===== src/rtl/wdog_pkg.sv =====
package wdog_pkg;
  localparam int DATA_W   = 32;
  localparam int KEY_W    = 7;
  localparam int KEY_LSB  = 9;
  localparam int RUN_BIT  = 8;
  localparam int LOAD_W   = 8;
  localparam int CNT_W    = LOAD_W + 1;
  localparam int STAT_CNT_LSB = 16;

  typedef struct packed {
    logic             running;
    logic             stage;
    logic [CNT_W-1:0] count;
  } wdog_state_t;
endpackage


===== src/rtl/wdog_keygate.sv =====
module wdog_keygate
  import wdog_pkg::*;
(
  input  logic              clk,
  input  logic              rst,
  input  logic              wr_fire,
  input  logic [DATA_W-1:0] wr_data,
  output logic [DATA_W-1:0] ctrl_q,
  output logic              load,
  output logic              load_run,
  output logic [CNT_W-1:0]  load_cnt
);
  logic [KEY_W-1:0] want_key;
  logic             enabled;

  assign enabled  = ctrl_q[RUN_BIT];
  assign want_key = ~ctrl_q[KEY_LSB +: KEY_W];
  assign load     = wr_fire && (!enabled || (wr_data[KEY_LSB +: KEY_W] == want_key));
  assign load_run = wr_data[RUN_BIT];
  assign load_cnt = (wr_data[LOAD_W-1:0] == '0) ? CNT_W'(1 << LOAD_W)
                                                : {1'b0, wr_data[LOAD_W-1:0]};

  always_ff @(posedge clk) begin
    if (rst)       ctrl_q <= '0;
    else if (load) ctrl_q <= wr_data;
  end


  reject_holds_chk: assert property (@(posedge clk) disable iff (rst)
    (wr_fire && !load) |=> $stable(ctrl_q));


  open_accepts_chk: assert property (@(posedge clk) disable iff (rst)
    (wr_fire && !ctrl_q[RUN_BIT]) |=> (ctrl_q == $past(wr_data)));
endmodule


===== src/rtl/wdog_count.sv =====
module wdog_count
  import wdog_pkg::*;
#(
  parameter int GRACE = 10
)(
  input  logic             clk,
  input  logic             rst,
  input  logic             load,
  input  logic             load_run,
  input  logic [CNT_W-1:0] load_cnt,
  input  logic             tick,
  output wdog_state_t      st,
  output logic             nmi,
  output logic             rst_req
);
  logic expire;
  assign expire = st.running && tick && (st.count == CNT_W'(1));

  always_ff @(posedge clk) begin
    if (rst) begin
      st      <= '0;
      nmi     <= 1'b0;
      rst_req <= 1'b0;
    end else begin
      rst_req <= 1'b0;
      if (load) begin
        st.running <= load_run;
        st.stage   <= 1'b0;
        st.count   <= load_cnt;
        nmi        <= 1'b0;
      end else if (expire) begin
        if (!st.stage) begin
          st.stage <= 1'b1;
          st.count <= CNT_W'(GRACE);
          nmi      <= 1'b1;
        end else begin
          st.running <= 1'b0;
          st.count   <= '0;
          rst_req    <= 1'b1;
        end
      end else if (st.running && tick) begin
        st.count <= st.count - 1'b1;
      end
    end
  end


  rst_pulse_chk: assert property (@(posedge clk) disable iff (rst)
    rst_req |=> !rst_req);


  nmi_stage_chk: assert property (@(posedge clk) disable iff (rst)
    $rose(nmi) |-> st.stage);


  service_clears_chk: assert property (@(posedge clk) disable iff (rst)
    load |=> (!nmi && !st.stage));


  live_count_chk: assert property (@(posedge clk) disable iff (rst)
    st.running |-> (st.count != '0));


  count_range_chk: assert property (@(posedge clk) disable iff (rst)
    st.count <= CNT_W'(1 << LOAD_W));
endmodule


===== src/rtl/wdog_readmux.sv =====
module wdog_readmux
  import wdog_pkg::*;
#(
  parameter int ADDR_W    = 8,
  parameter int CTRL_ADDR = 'h40,
  parameter int STAT_ADDR = 'h44
)(
  input  logic              clk,
  input  logic              rst,
  input  logic [ADDR_W-1:0] rd_addr,
  input  logic [DATA_W-1:0] ctrl_q,
  input  wdog_state_t       st,
  output logic [DATA_W-1:0] rd_data
);
  logic [DATA_W-1:0] stat_word;

  always_comb begin
    stat_word = '0;
    stat_word[0] = st.running;
    stat_word[1] = st.stage;
    stat_word[STAT_CNT_LSB +: CNT_W] = st.count;
  end

  always_ff @(posedge clk) begin
    if (rst) rd_data <= '0;
    else begin
      if (rd_addr == ADDR_W'(CTRL_ADDR))      rd_data <= ctrl_q;
      else if (rd_addr == ADDR_W'(STAT_ADDR)) rd_data <= stat_word;
      else                                    rd_data <= '0;
    end
  end
endmodule


===== src/rtl/keyed_wdog.sv =====
module keyed_wdog
  import wdog_pkg::*;
#(
  parameter int ADDR_W    = 8,
  parameter int CTRL_ADDR = 'h40,
  parameter int STAT_ADDR = 'h44,
  parameter int GRACE     = 10
)(
  input  logic              clk,
  input  logic              rst,
  input  logic              wr_en,
  input  logic [ADDR_W-1:0] wr_addr,
  input  logic [DATA_W-1:0] wr_data,
  input  logic [ADDR_W-1:0] rd_addr,
  output logic [DATA_W-1:0] rd_data,
  input  logic              tick,
  output logic              nmi,
  output logic              rst_req
);
  logic              wr_fire;
  logic [DATA_W-1:0] ctrl_q;
  logic              load;
  logic              load_run;
  logic [CNT_W-1:0]  load_cnt;
  wdog_state_t       st;

  assign wr_fire = wr_en && (wr_addr == ADDR_W'(CTRL_ADDR));

  wdog_keygate u_gate (
    .clk(clk), .rst(rst), .wr_fire(wr_fire), .wr_data(wr_data),
    .ctrl_q(ctrl_q), .load(load), .load_run(load_run), .load_cnt(load_cnt)
  );

  wdog_count #(.GRACE(GRACE)) u_count (
    .clk(clk), .rst(rst), .load(load), .load_run(load_run),
    .load_cnt(load_cnt), .tick(tick), .st(st), .nmi(nmi), .rst_req(rst_req)
  );

  wdog_readmux #(.ADDR_W(ADDR_W), .CTRL_ADDR(CTRL_ADDR), .STAT_ADDR(STAT_ADDR)) u_rd (
    .clk(clk), .rst(rst), .rd_addr(rd_addr), .ctrl_q(ctrl_q), .st(st),
    .rd_data(rd_data)
  );


  write_wins_chk: assert property (@(posedge clk) disable iff (rst)
    (load && tick) |=> (st.count == $past(load_cnt)));
endmodule


===== config.mk =====
export PLATFORM = sky130hd
export DESIGN_NAME = keyed_wdog
export DESIGN_NICKNAME = d
export VERILOG_FILES = /design/src/rtl/wdog_pkg.sv /design/src/rtl/wdog_keygate.sv /design/src/rtl/wdog_count.sv /design/src/rtl/wdog_readmux.sv /design/src/rtl/keyed_wdog.sv
export SDC_FILE = /design/constraint.sdc
export NUM_CORES = 1
export LEC_CHECK = 0
export ABC_AREA = 0
export BUFFER_PORTS_ARGS = -buffer_cell sky130_fd_sc_hd__buf_2
export CORE_MARGIN = 8
export CORE_UTILIZATION = 46
export CTS_CLUSTER_DIAMETER = 50
export DETAILED_ROUTE_END_ITERATION = 12
export GPL_TIMING_DRIVEN = 1
export PLACE_DENSITY = 0.74
export SETUP_SLACK_MARGIN = 0.1
export SKIP_CTS_REPAIR_TIMING = 1
export SLEW_MARGIN = 5
export SYNTH_ARGS = -nofsm -noshare
export SYNTH_HDL_FRONTEND = slang
export SYNTH_SLANG_ARGS = --single-unit

===== constraint.sdc =====
create_clock -name clk -period 1.6 [get_ports clk]
set_input_delay 0.24 -clock clk [delete_from_list [all_inputs] [get_ports clk]]
set_output_delay 0.24 -clock clk [all_outputs]
set_load 0.02 [all_outputs]

==> flow_summary.ini <==
[timing]
skew_ns = 0.0105
max-slew-margin-rel_pct = 62.0
hold_viol = 0
fmaxAchievable_mhz = 566
finalSetupTns_ns = -5.02
worst_slew_pin_slew_ns = 0.570
finalWorstSetupSlack_ns = -0.168
rsz0062_at_grt = yes
fin_crit_ns = 1.77
slew_violations = 0
setup_viol = 45
finalCritPeriodShare_pct = 110

[worst_setup_path]
crit_top_cell = buf_4
cp.required_ns = 1.86
crit_chain = xor2_1, nand4_1, buf_4, o41ai_4, buf_4, buf_4, nand4b_1, o31ai_1
crit_arrival_ns = 2.03
crit_path_start_kind = flip-flop
crit_fanout = 5
critical_path.slowest_cell = dfxtp_2
cpPeakStageDelay_ns = 0.35
path_class = flip-flop to flip-flop
crit_path_end_kind = flip-flop
reg2reg_setup_slack_ns = -0.17

[routing]
drc = 0
wl_um = 8190
drtAntennaViolNets = 0
num_vias = 2756
avgRoutedWirePerCell_um = 15.7
via_per_inst = 5.29
drtIter0Drc = 159
drt_first_pass_iters = 4

[synthesis]
synth_cell_types = 45
synth_area_leaders = dfxtp_1 50%, o21ai_0 5.7%, mux2i_1 5.2%, and2_1 4.2%, a21oi_1 4.2%
yosysTopAreaCell = dfxtp_1
synthArstFlopShare_pct = 0
yosysWarnings = 0
ys_dominant_reg_cell = dfxtp_1
synth_edf_count = 0
syn-instance-count = 324
yosysTopAreaCellShare_pct = 49.9
synth_seq_cells = 77
netlist_area_um2 = 3090
syn_nets = 378
ys_seq_area_share_pct = 49.9
syn-mean-instance-area_um2 = 9.54

[job]
cap_violations = 0

[pwr]
p_per_area_nw_per_um2 = 885
p_leak_uw = 0.00174
worst_ir_drop_vdd_mv = 0.480
p_total_uw = 3670

[place]
port-buffer-count = 85
gp_congestion = 0.832
hpwl_um = 5860
dpl-instance-area_um2 = 3790

[grt]
grt_pass1_vias = 2732
overflow = 0
antenna_found_initial = 0
grt_max_degree = 56
track_usage_pct = 17.0
grt_pass1_wl_um = 13300

[layout]
area_delta_synth_final_pct = 34.3
postLayoutCoreUtil_pct = 62.5
drive_above_1_share_pct = 38.8
nets = 490
antenna_cells = 0
final_area_um2 = 4150

[clock_network]
clkTransAtPathRegs_ns = 0.09
cts_root_buffer = clkbuf_8
clockBufferDepth = 2
clkLatencyLatePin_ns = 0.35
numCtsBuffers = 9
htreeDepth = 3
clock-sinks = 77
cts_tree = done

[die]
core-area_um2 = 6640
start_util_pct = 46.5
die_area_um2 = 9600
ios = 86
fp.dieW_um = 98.0
die_y_um = 98.0
rows = 30

[outcome]
violations = setup timing
status = finished, violations left

[min_path]
hp-class = input pin to flip-flop
## worst paths after layout
| path | startpoint | endpoint | cells after the start |
|---|---|---|---|
| worst max register to register | u_gate.ctrl_q[13]$_SDFFE_PP0P_ | u_count.st[6]$_SDFFE_PP0P_ | 8 |
| worst min register to register | u_gate.ctrl_q[29]$_SDFFE_PP0P_ | u_rd.rd_data[29]$_SDFF_PP0_ | 1 |
| worst min-delay path | wr_data[29] | u_gate.ctrl_q[29]$_SDFFE_PP0P_ | 3 |
| worst max-delay path | u_gate.ctrl_q[13]$_SDFFE_PP0P_ | u_count.st[6]$_SDFFE_PP0P_ | 8 |
## where the power goes
| group | switching [uW] | internal (uW) | total, uW | leakage (uW) |
|---|---|---|---|---|
| Sequential | 0.906 | 1920 | 1920 | 0.000622 |
| Clock | 725 | 882 | 1610 | 0.000102 |
| Combinational | 76.0 | 74.3 | 150 | 0.00102 |
| Total | 802 | 2870 | 3670 | 0.00174 |
## Yosys cell counts (2+ instances only)
cell type	n
a21oi_1	26
and2_1	21
buf_2	3
clkbuf_1	14
clkbuf_8	2
dfxtp_1	77
ha_1	2
inv_1	2
mux2i_1	16
nand2_1	5
nand2b_1	9
nand3_1	25
nand4_1	4
nand4b_1	9
nor2_1	24
nor3_1	7
nor4_1	2
nor4b_1	3
o21ai_0	35
o31ai_1	8
xnor2_1	3
xor2_1	4
## placed cells by master (no fill, tap or decap), drive strengths merged
cell      synthesis  routed
buf               6     124
dfxtp            77      77
o21ai            35      35
nor2             26      26
a21oi            26      26
nand3            25      25
and2             22      22
mux2i            16      16
clkbuf           17      10
nand4b            9       9
nand2b            9       9
o31ai             9       9
nor3              7       7
nand2             6       6
nand4             4       4
xor2              4       4
xnor2             3       3
clkinvlp          0       3
nor4b             3       3
nor4              2       2
bufinv            0       2
clkinv            0       2
inv               2       2
o41ai             2       2
or4               2       2
ha                2       2
and4              1       1
o41a              1       1
or4b              1       1
and3              1       1
nand3b            1       1
or3               1       1
o31a              1       1
o211a             1       1
mux2              1       1
## critical path, delay by kind of cell (launching register included)
kind                   cells  cell delay [ns]
AO/OA/AOI/OAI              2             0.39
XOR/XNOR                   1             0.16
buffers and inverters      3             0.50
flip-flops                 1             0.35
AND/OR/NAND/NOR            2             0.28
## flip-flops by register name, summed over array words and instances, names as in the netlist
name	cells
u_count.st	11
u_gate.ctrl_q	32
u_count.rst_req	1
u_count.nmi	1
u_rd.rd_data	32
## per-stage QoR
stage | hold WS (ns) | setup WS [ns] | cells
4_1_cts | 0.138 | -0.129 | 517
2_1_floorplan | 0.384 | -0.0765 | 324
3_5_place_dp | 0.442 | -0.134 | 501
5_1_grt | 0.143 | -0.266 | 521
3_3_place_gp | 0.435 | -0.0862 | 501
6_report | 0.147 | -0.168 | 521
## cells by family after synthesis
group,Yosys count,share of synthesized area [%]
AOI/OAI and AO/OA,75,14.4
xor gates and xnor gates,7,1.98
adders and majority gates,2,0.809
buffers and inverters,26,4.57
DFF,77,49.9
muxes,17,5.54
and+or+nand+nor,120,22.8
## per-layer routing
layer	vias to the layer above	track usage [%]	part of all wire [%]
li1	1370	-	-
met1	1289	21.2	44
met2	86	26.3	48
met3	11	4.84	6.4
met4	0	7.91	1.3
met5	-	0	0
## area by class of cell
class | instances | area (um2)
multi-input cells | 221 | 1490
fillers | 549 | 2490
flip-flops and latches | 77 | 1550
clock buffers | 9 | 124
clock inverters | 7 | 100
well taps | 80 | 100
inverters | 2 | 7.51
repair buffers | 125 | 783
Note: power is estimated with default switching activity, not from simulation.
